===== config.mk =====
export PLATFORM = sky130hd
export DESIGN_NAME = aud_regwin
export DESIGN_NICKNAME = d
export VERILOG_FILES = /design/src/rtl/aud_regwin_pkg.sv /design/src/rtl/aud_addr_decode.sv /design/src/rtl/aud_pend_ctrl.sv /design/src/rtl/aud_regwin.sv
export SDC_FILE = /design/constraint.sdc
export NUM_CORES = 1
export LEC_CHECK = 0
export BUFFER_PORTS_ARGS = -buffer_cell sky130_fd_sc_hd__buf_2
export CAP_MARGIN = 0
export CORE_MARGIN = 8
export CORE_UTILIZATION = 55
export DETAILED_ROUTE_END_ITERATION = 10
export MAX_ROUTING_LAYER = met4
export PLACE_DENSITY_LB_ADDON = 0.08
export SYNTH_ARGS = -nofsm -noshare
export SYNTH_HDL_FRONTEND = slang
export SYNTH_SLANG_ARGS = --single-unit

===== constraint.sdc =====
create_clock -name clk -period 3.5 [get_ports clk]
set_input_delay 0.525 -clock clk [delete_from_list [all_inputs] [get_ports clk]]
set_output_delay 0.525 -clock clk [all_outputs]
set_load 0.05 [all_outputs]

===== src/rtl/aud_regwin_pkg.sv =====
package aud_regwin_pkg;

    localparam int unsigned DATA_W = 32;
    localparam int unsigned NLANE  = DATA_W / 8;
    localparam int unsigned NCH    = 3;
    localparam int unsigned SUM_BIT = 31;

    typedef enum logic [1:0] {
        SZ_BYTE = 2'd0,
        SZ_HALF = 2'd1,
        SZ_WORD = 2'd2
    } acc_size_e;

    localparam logic [5:0] OFF_CTL   = 6'h00;
    localparam logic [5:0] OFF_STAT  = 6'h04;
    localparam logic [5:0] OFF_PAGE  = 6'h0C;
    localparam logic [5:0] OFF_CODEC = 6'h10;
    localparam logic [5:0] OFF_SCTL  = 6'h20;
    localparam logic [5:0] OFF_CNT0  = 6'h24;
    localparam logic [5:0] OFF_CNT1  = 6'h28;
    localparam logic [5:0] OFF_CNT2  = 6'h2C;
    localparam logic [5:0] OFF_PAGED = 6'h30;

    // channel 0 = playback 1, 1 = playback 2, 2 = capture
    function automatic int en_bit(int ch);
        return 6 - ch;
    endfunction

    function automatic int ien_bit(int ch);
        return 8 + ch;
    endfunction

    function automatic int pnd_bit(int ch);
        return 2 - ch;
    endfunction

    function automatic int pause_bit(int ch);
        return 11 + ch;
    endfunction

    function automatic bit has_pause(int ch);
        return ch < 2;
    endfunction

endpackage


===== src/rtl/aud_addr_decode.sv =====
module aud_addr_decode
    import aud_regwin_pkg::*;
#(
    parameter int unsigned ADDR_W = 6,
    parameter int unsigned PAGE_W = 4
) (
    input  logic [ADDR_W-1:0]   addr,
    input  logic [1:0]          size,
    input  logic [PAGE_W-1:0]   page,
    output logic                paged,
    output logic                aligned,
    output logic [ADDR_W-1:0]   base,
    output logic [1:0]          lane,
    output logic [NLANE-1:0]    bmask,
    output logic [PAGE_W+7:0]   eaddr
);

    localparam int unsigned EA_W = PAGE_W + 8;

    always_comb begin
        lane  = addr[1:0];
        base  = {addr[ADDR_W-1:2], 2'b00};
        paged = (addr >= ADDR_W'(OFF_PAGED));
        unique case (acc_size_e'(size))
            SZ_BYTE: begin
                aligned = 1'b1;
                bmask   = NLANE'(4'b0001 << lane);
            end
            SZ_HALF: begin
                aligned = ~lane[0];
                bmask   = NLANE'(4'b0011 << lane);
            end
            SZ_WORD: begin
                aligned = (lane == 2'd0);
                bmask   = '1;
            end
            default: begin
                aligned = 1'b0;
                bmask   = '0;
            end
        endcase
        if (!aligned) begin
            bmask = '0;
        end
        eaddr = EA_W'(addr);
        if (paged) begin
            eaddr = eaddr | {page, 8'h00};
        end
    end

endmodule


===== src/rtl/aud_pend_ctrl.sv =====
module aud_pend_ctrl #(
    parameter int unsigned NCH = 3
) (
    input  logic           clk,
    input  logic           rst_n,
    input  logic [NCH-1:0] set_pend,
    input  logic [NCH-1:0] ien_q,
    input  logic [NCH-1:0] ien_d,
    output logic [NCH-1:0] pend_q
);

    logic [NCH-1:0] pend_d;

    // per channel: set gated by current enable, clear on enable 1->0
    for (genvar c = 0; c < NCH; c++) begin : g_ch
        always_comb begin
            pend_d[c] = pend_q[c] | (set_pend[c] & ien_q[c]);
            if (ien_q[c] && !ien_d[c]) begin
                pend_d[c] = 1'b0;
            end
        end
    end

    always_ff @(posedge clk) begin
        if (!rst_n) begin
            pend_q <= '0;
        end else begin
            pend_q <= pend_d;
        end
    end

endmodule


===== src/rtl/aud_regwin.sv =====
module aud_regwin
    import aud_regwin_pkg::*;
#(
    parameter int unsigned ADDR_W = 6,
    parameter int unsigned PAGE_W = 4
) (
    input  logic                clk,
    input  logic                rst_n,
    input  logic                req_valid,
    output logic                req_ready,
    input  logic                req_write,
    input  logic [1:0]          req_size,
    input  logic [ADDR_W-1:0]   req_addr,
    input  logic [DATA_W-1:0]   req_wdata,
    output logic                rsp_valid,
    output logic [DATA_W-1:0]   rsp_rdata,
    input  logic [NCH-1:0]      set_pend,
    output logic                irq,
    output logic [NCH-1:0]      chan_act,
    output logic                fwd_valid,
    output logic                fwd_write,
    output logic [1:0]          fwd_size,
    output logic [PAGE_W+7:0]   fwd_addr,
    output logic [DATA_W-1:0]   fwd_wdata,
    input  logic [DATA_W-1:0]   fwd_rdata
);

    typedef struct packed {
        logic [DATA_W-1:0]           ctl;
        logic [DATA_W-1:0]           sctl;
        logic [DATA_W-1:0]           codec;
        logic [NCH-1:0][DATA_W-1:0]  cnt;
        logic [PAGE_W-1:0]           page;
        logic                        rsp_v;
        logic [DATA_W-1:0]           rsp_d;
    } state_t;

    state_t s_d, s_q;

    logic              paged, aligned;
    logic [ADDR_W-1:0] base;
    logic [1:0]        lane;
    logic [NLANE-1:0]  bmask;
    logic [PAGE_W+7:0] eaddr;
    logic [DATA_W-1:0] wmask, wshift, stat_w, sel_w, size_m;
    logic [NCH-1:0]    ien_q, ien_d, pend_q;
    logic              do_wr, do_rd;

    aud_addr_decode #(.ADDR_W(ADDR_W), .PAGE_W(PAGE_W)) u_dec (
        .addr    (req_addr),
        .size    (req_size),
        .page    (s_q.page),
        .paged   (paged),
        .aligned (aligned),
        .base    (base),
        .lane    (lane),
        .bmask   (bmask),
        .eaddr   (eaddr)
    );

    aud_pend_ctrl #(.NCH(NCH)) u_pend (
        .clk      (clk),
        .rst_n    (rst_n),
        .set_pend (set_pend),
        .ien_q    (ien_q),
        .ien_d    (ien_d),
        .pend_q   (pend_q)
    );

    for (genvar k = 0; k < NLANE; k++) begin : g_lane
        assign wmask[8*k +: 8] = {8{bmask[k]}};
    end

    for (genvar c = 0; c < NCH; c++) begin : g_chan
        assign ien_q[c] = s_q.sctl[ien_bit(c)];
        assign ien_d[c] = s_d.sctl[ien_bit(c)];
        if (has_pause(c)) begin : g_pz
            assign chan_act[c] = s_q.ctl[en_bit(c)] & ~s_q.sctl[pause_bit(c)];
        end else begin : g_npz
            assign chan_act[c] = s_q.ctl[en_bit(c)];
        end
    end

    function automatic logic [DATA_W-1:0] merge(input logic [DATA_W-1:0] old,
                                                input logic [DATA_W-1:0] nv,
                                                input logic [DATA_W-1:0] m);
        return (old & ~m) | (nv & m);
    endfunction

    assign wshift = req_wdata << {lane, 3'b000};
    assign do_wr  = req_valid & req_write & ~paged;
    assign do_rd  = req_valid & ~req_write;

    always_comb begin
        stat_w = '0;
        for (int c = 0; c < NCH; c++) begin
            stat_w[pnd_bit(c)] = pend_q[c];
        end
        stat_w[SUM_BIT] = |pend_q;

        unique case (acc_size_e'(req_size))
            SZ_BYTE: size_m = DATA_W'(8'hFF);
            SZ_HALF: size_m = DATA_W'(16'hFFFF);
            default: size_m = '1;
        endcase

        sel_w = '0;
        case (base)
            ADDR_W'(OFF_CTL):   sel_w = s_q.ctl;
            ADDR_W'(OFF_STAT):  sel_w = stat_w;
            ADDR_W'(OFF_PAGE):  sel_w = DATA_W'(s_q.page);
            ADDR_W'(OFF_CODEC): sel_w = s_q.codec;
            ADDR_W'(OFF_SCTL):  sel_w = s_q.sctl;
            ADDR_W'(OFF_CNT0):  sel_w = s_q.cnt[0];
            ADDR_W'(OFF_CNT1):  sel_w = s_q.cnt[1];
            ADDR_W'(OFF_CNT2):  sel_w = s_q.cnt[2];
            default:            sel_w = '0;
        endcase

        s_d       = s_q;
        s_d.rsp_v = do_rd;
        s_d.rsp_d = '0;

        if (do_wr) begin
            case (base)
                ADDR_W'(OFF_CTL):   s_d.ctl    = merge(s_q.ctl, wshift, wmask);
                ADDR_W'(OFF_CODEC): s_d.codec  = merge(s_q.codec, wshift, wmask);
                ADDR_W'(OFF_SCTL):  s_d.sctl   = merge(s_q.sctl, wshift, wmask);
                ADDR_W'(OFF_CNT0):  s_d.cnt[0] = merge(s_q.cnt[0], wshift, wmask);
                ADDR_W'(OFF_CNT1):  s_d.cnt[1] = merge(s_q.cnt[1], wshift, wmask);
                ADDR_W'(OFF_CNT2):  s_d.cnt[2] = merge(s_q.cnt[2], wshift, wmask);
                ADDR_W'(OFF_PAGE): begin
                    if (bmask[0]) begin
                        s_d.page = req_wdata[PAGE_W-1:0];
                    end
                end
                default: ;
            endcase
        end

        if (do_rd) begin
            if (paged) begin
                s_d.rsp_d = fwd_rdata;
            end else if (aligned) begin
                s_d.rsp_d = (sel_w >> {lane, 3'b000}) & size_m;
            end
        end
    end

    always_ff @(posedge clk) begin
        if (!rst_n) begin
            s_q <= '0;
        end else begin
            s_q <= s_d;
        end
    end

    assign req_ready = 1'b1;
    assign rsp_valid = s_q.rsp_v;
    assign rsp_rdata = s_q.rsp_d;
    assign irq       = |pend_q;
    assign fwd_valid = req_valid & paged;
    assign fwd_write = req_write;
    assign fwd_size  = req_size;
    assign fwd_addr  = eaddr;
    assign fwd_wdata = req_wdata;

endmodule


==> flow_metrics.py <==
metrics = {
    "worst_setup_path": {
        "crit_chain": "buf_4 > buf_4 > nor3b_2 > a22oi_1 > o21ai_0 > a22oi_1 > o31ai_1",
        "reg2reg_slack_ns": 1.59,
        "crit_path_end_kind": "register",
        "ff2ff_path_depth": 5,
        "path_delay_family": "compound AO/OA/AOI/OAI gates",
        "crit_slowest_cell": "o21ai_0",
        "max_stage_delay_ns": 0.82,
        "worstSetupEndpoint": "rsp_rdata[16]",
        "cp.arrival_ns": 3.08,
        "path_depth": 7,
        "path_buf_inv": 2,
        "criticalPathCategory": "primary input to register",
        "r2r-end": "rsp_rdata[7]",
        "crit_start": "req_addr[2]",
        "crit_path_max_fanout": 47,
        "worstPathRequired_ns": 3.94,
        "start_kind": "primary input",
        "timing.rr.start": "u_pend.pend_q[1]",
    },
    "drt": {
        "dr.pass1.iters": 5,
        "vias": 10626,
        "ant_nets": 0,
        "route.detailed.drc": 0,
        "wl_per_cell_um": 23.78,
        "via_per_inst": 6.225,
        "postRouteWirelength_um": 40590,
        "initialDrtViolationCount": 1240,
    },
    "cells_and_area": {
        "mostFrequentLayoutCells": "dfxtp_1 (232), nor2_1 (191), buf_2 (160)",
        "drive_above_1_share": 0.2102,
        "area_delta_synth_final_pct": 11.99,
        "final_core_util": 0.6259,
        "final_cells": 1707,
        "post-route-cell-area_um2": 13160,
        "final_common_cell": "dfxtp_1",
        "n_antenna_cell": 0,
        "layout.nets": 1493,
    },
    "floorplan": {
        "coreArea_um2": 21020,
        "initial_core_util": 0.5589,
        "die-area_um2": 26290,
        "rows": 53,
        "die_h_um": 162.2,
        "die_w_um": 162.2,
        "ios": 165,
    },
    "clock_tree": {
        "cts_sinks": 232,
        "cts.repair.resized": 0,
        "path_clk_slew_ns": 0.06,
        "clock_latency_ns": 0.52,
        "cts.path.max_buffers": 3,
        "cts_max_level": 1,
        "clockRootBuffer": "clkbuf_16",
        "ctsHoldBuffers": 0,
        "cts_tree": "built",
        "cts_buffers": 25,
        "cts_setup_buffers": 0,
    },
    "synthesis": {
        "synth_async_sr_flop_share": 0,
        "synthTopCellsByArea": "dfxtp_1 (40%), mux2i_1 (12%), nor2_1 (6.1%), buf_4 (5.4%), a21oi_1 (4.2%)",
        "synth_edf_count": 0,
        "yosys_warnings": 0,
        "netlist_area_um2": 11750,
        "synthAdderAreaFrac": 0,
        "synth_compound_area_frac": 0.1869,
        "ys_seq_area_frac": 0.3953,
        "ys_ff_latch": 232,
        "yosysTopAreaCell": "dfxtp_1",
        "ys.flop_type": "dfxtp_1",
        "synthMuxAreaShare": 0.1428,
        "synth_top_family_by_area": "compound AO/OA/AOI/OAI gates",
        "syn-mean-instance-area_um2": 8.696,
        "yosysTopAreaCellShare": 0.3953,
        "synth_xor_area_frac": 0,
        "yosys.area_share.simple": 0.1803,
        "synthCells": 1351,
        "synth.distinct_cells": 75,
    },
    "placed_design": {
        "place_congestion": 0.9560,
        "post_dp_cell_area_um2": 12280,
        "io_buffer_count": 161,
        "place_inst": 1662,
        "dpl.hpwl_um": 29390,
        "place_ws_ns": 0.4587,
    },
    "hold_path": {
        "hold_path.class": "primary input to register",
    },
    "sta": {
        "min_period_ns": 2.639,
        "fin_crit_sh": 0.7539,
        "drv_slew": 0,
        "whs_ns": 0.1972,
        "rsz0062_at_grt": "no",
        "slew_headroom": 0.2231,
        "finalHoldViolCount": 0,
        "finalWorstSetupSlack_ns": 0.8615,
        "setup_violations": 0,
        "max_freq_ghz": 0.3790,
        "worstMarginPinSlew_ns": 1.161,
        "setup_tns_ns": 0,
        "skew_ns": 0.01067,
    },
    "flow_run": {
        "cap_violations": 0,
    },
    "pwr": {
        "p_comb_frac": 0.107,
        "switching_power_mw": 1.594,
        "p_clk_frac": 0.457,
        "p_int_mw": 4.500,
        "power_mw": 6.094,
        "swShare": 0.2616,
        "seq_power_share": 0.435,
        "peakVddDrop_v": 0.0003815,
        "p_leak_nw": 5.175,
        "power_density_nw_per_um2": 463.2,
    },
    "grt": {
        "grt_usage": 0.3027,
        "grt_pass1_vias": 9749,
        "antenna_found_initial": 1,
        "grt_pass1_wl_um": 60300,
        "grt_overflow": 0,
        "grt_max_degree": 93,
    },
    "outcome": {
        "status": "complete, no violations",
    },
}
power groups by stage:
| stage | Clock (mW) | Combinational [mW] | Sequential (mW) |
|---|---|---|---|
| 4_1_cts | 2.81 | 0.642 | 2.65 |
| 3_3_place_gp | 0 | 0.639 | 2.71 |
| 5_1_grt | 2.91 | 0.682 | 2.65 |
| 6_report | 2.79 | 0.654 | 2.65 |
| 2_1_floorplan | 0 | 0.451 | 2.71 |
| 3_5_place_dp | 0 | 0.640 | 2.71 |
Yosys cell counts, drive strengths merged, types with 3 or more instances:
cell type,instances
and2,11
a22o,10
nand3,38
a221o,4
nor2b,23
o31ai,5
o21ai,64
a221oi,10
o211ai,9
nand2,92
o221ai,6
inv,8
nor2,194
or3,4
o22ai,7
nand3b,5
nand4,3
o22a,6
a21oi,100
nor4b,3
clkbuf,49
or2,4
a22oi,33
and3,17
nand2b,4
a211oi,57
nor3,12
and3b,4
buf,130
mux4,4
a311oi,5
mux2,13
mux2i,144
dfxtp,232
or3b,5
nor3b,9
tightest hold or removal path, stage by stage:
cell and delay, ns:
buf_2 0.07, nand2_1 0.03, o21ai_0 0.05
worst min path at each step:
| stage | start | to | slack [ns] | cells after the start |
|---|---|---|---|---|
| after floorplan | register | register | 0.43 | 2 |
| final | fwd_rdata[13] | rsp_rdata[13] | 0.20 | 3 |
| after detailed placement | register | register | 0.45 | 2 |
| after global placement | register | register | 0.44 | 2 |
| after CTS | fwd_rdata[13] | rsp_rdata[13] | 0.19 | 3 |
| after global routing | fwd_rdata[13] | rsp_rdata[13] | 0.21 | 3 |
final cells by class:
cell class                      count  area, um^2
Timing Repair Buffer              214        1231
Tap cell                          275       344.1
Multi-Input combinational cell    933        6026
Clock inverter                      7       92.59
Clock buffer                       38       784.5
Fill cell                        1840        7864
Sequential cell                   232        4644
Inverter                            8       35.03
logic make-up after synthesis:
logic type,Yosys count
other,2
and+or+nand+nor,436
muxes,161
DFF,232
buffers and inverters,187
AOI/OAI and AO/OA,333
routing by layer:
| metal | part of all wire | wire [um] | vias up | global-route usage |
|---|---|---|---|---|
| met1 | 0.42 | 16860 | 5085 | 0.3994 |
| met3 | 0.11 | 4400 | 82 | 0.06454 |
| li1 | - | - | 4879 | - |
| met2 | 0.44 | 17840 | 580 | 0.4479 |
| met5 | 0 | 0 | - | - |
| met4 | 0.037 | 1488 | 0 | 0.1141 |
Note: power is estimated with default switching activity, not from simulation.
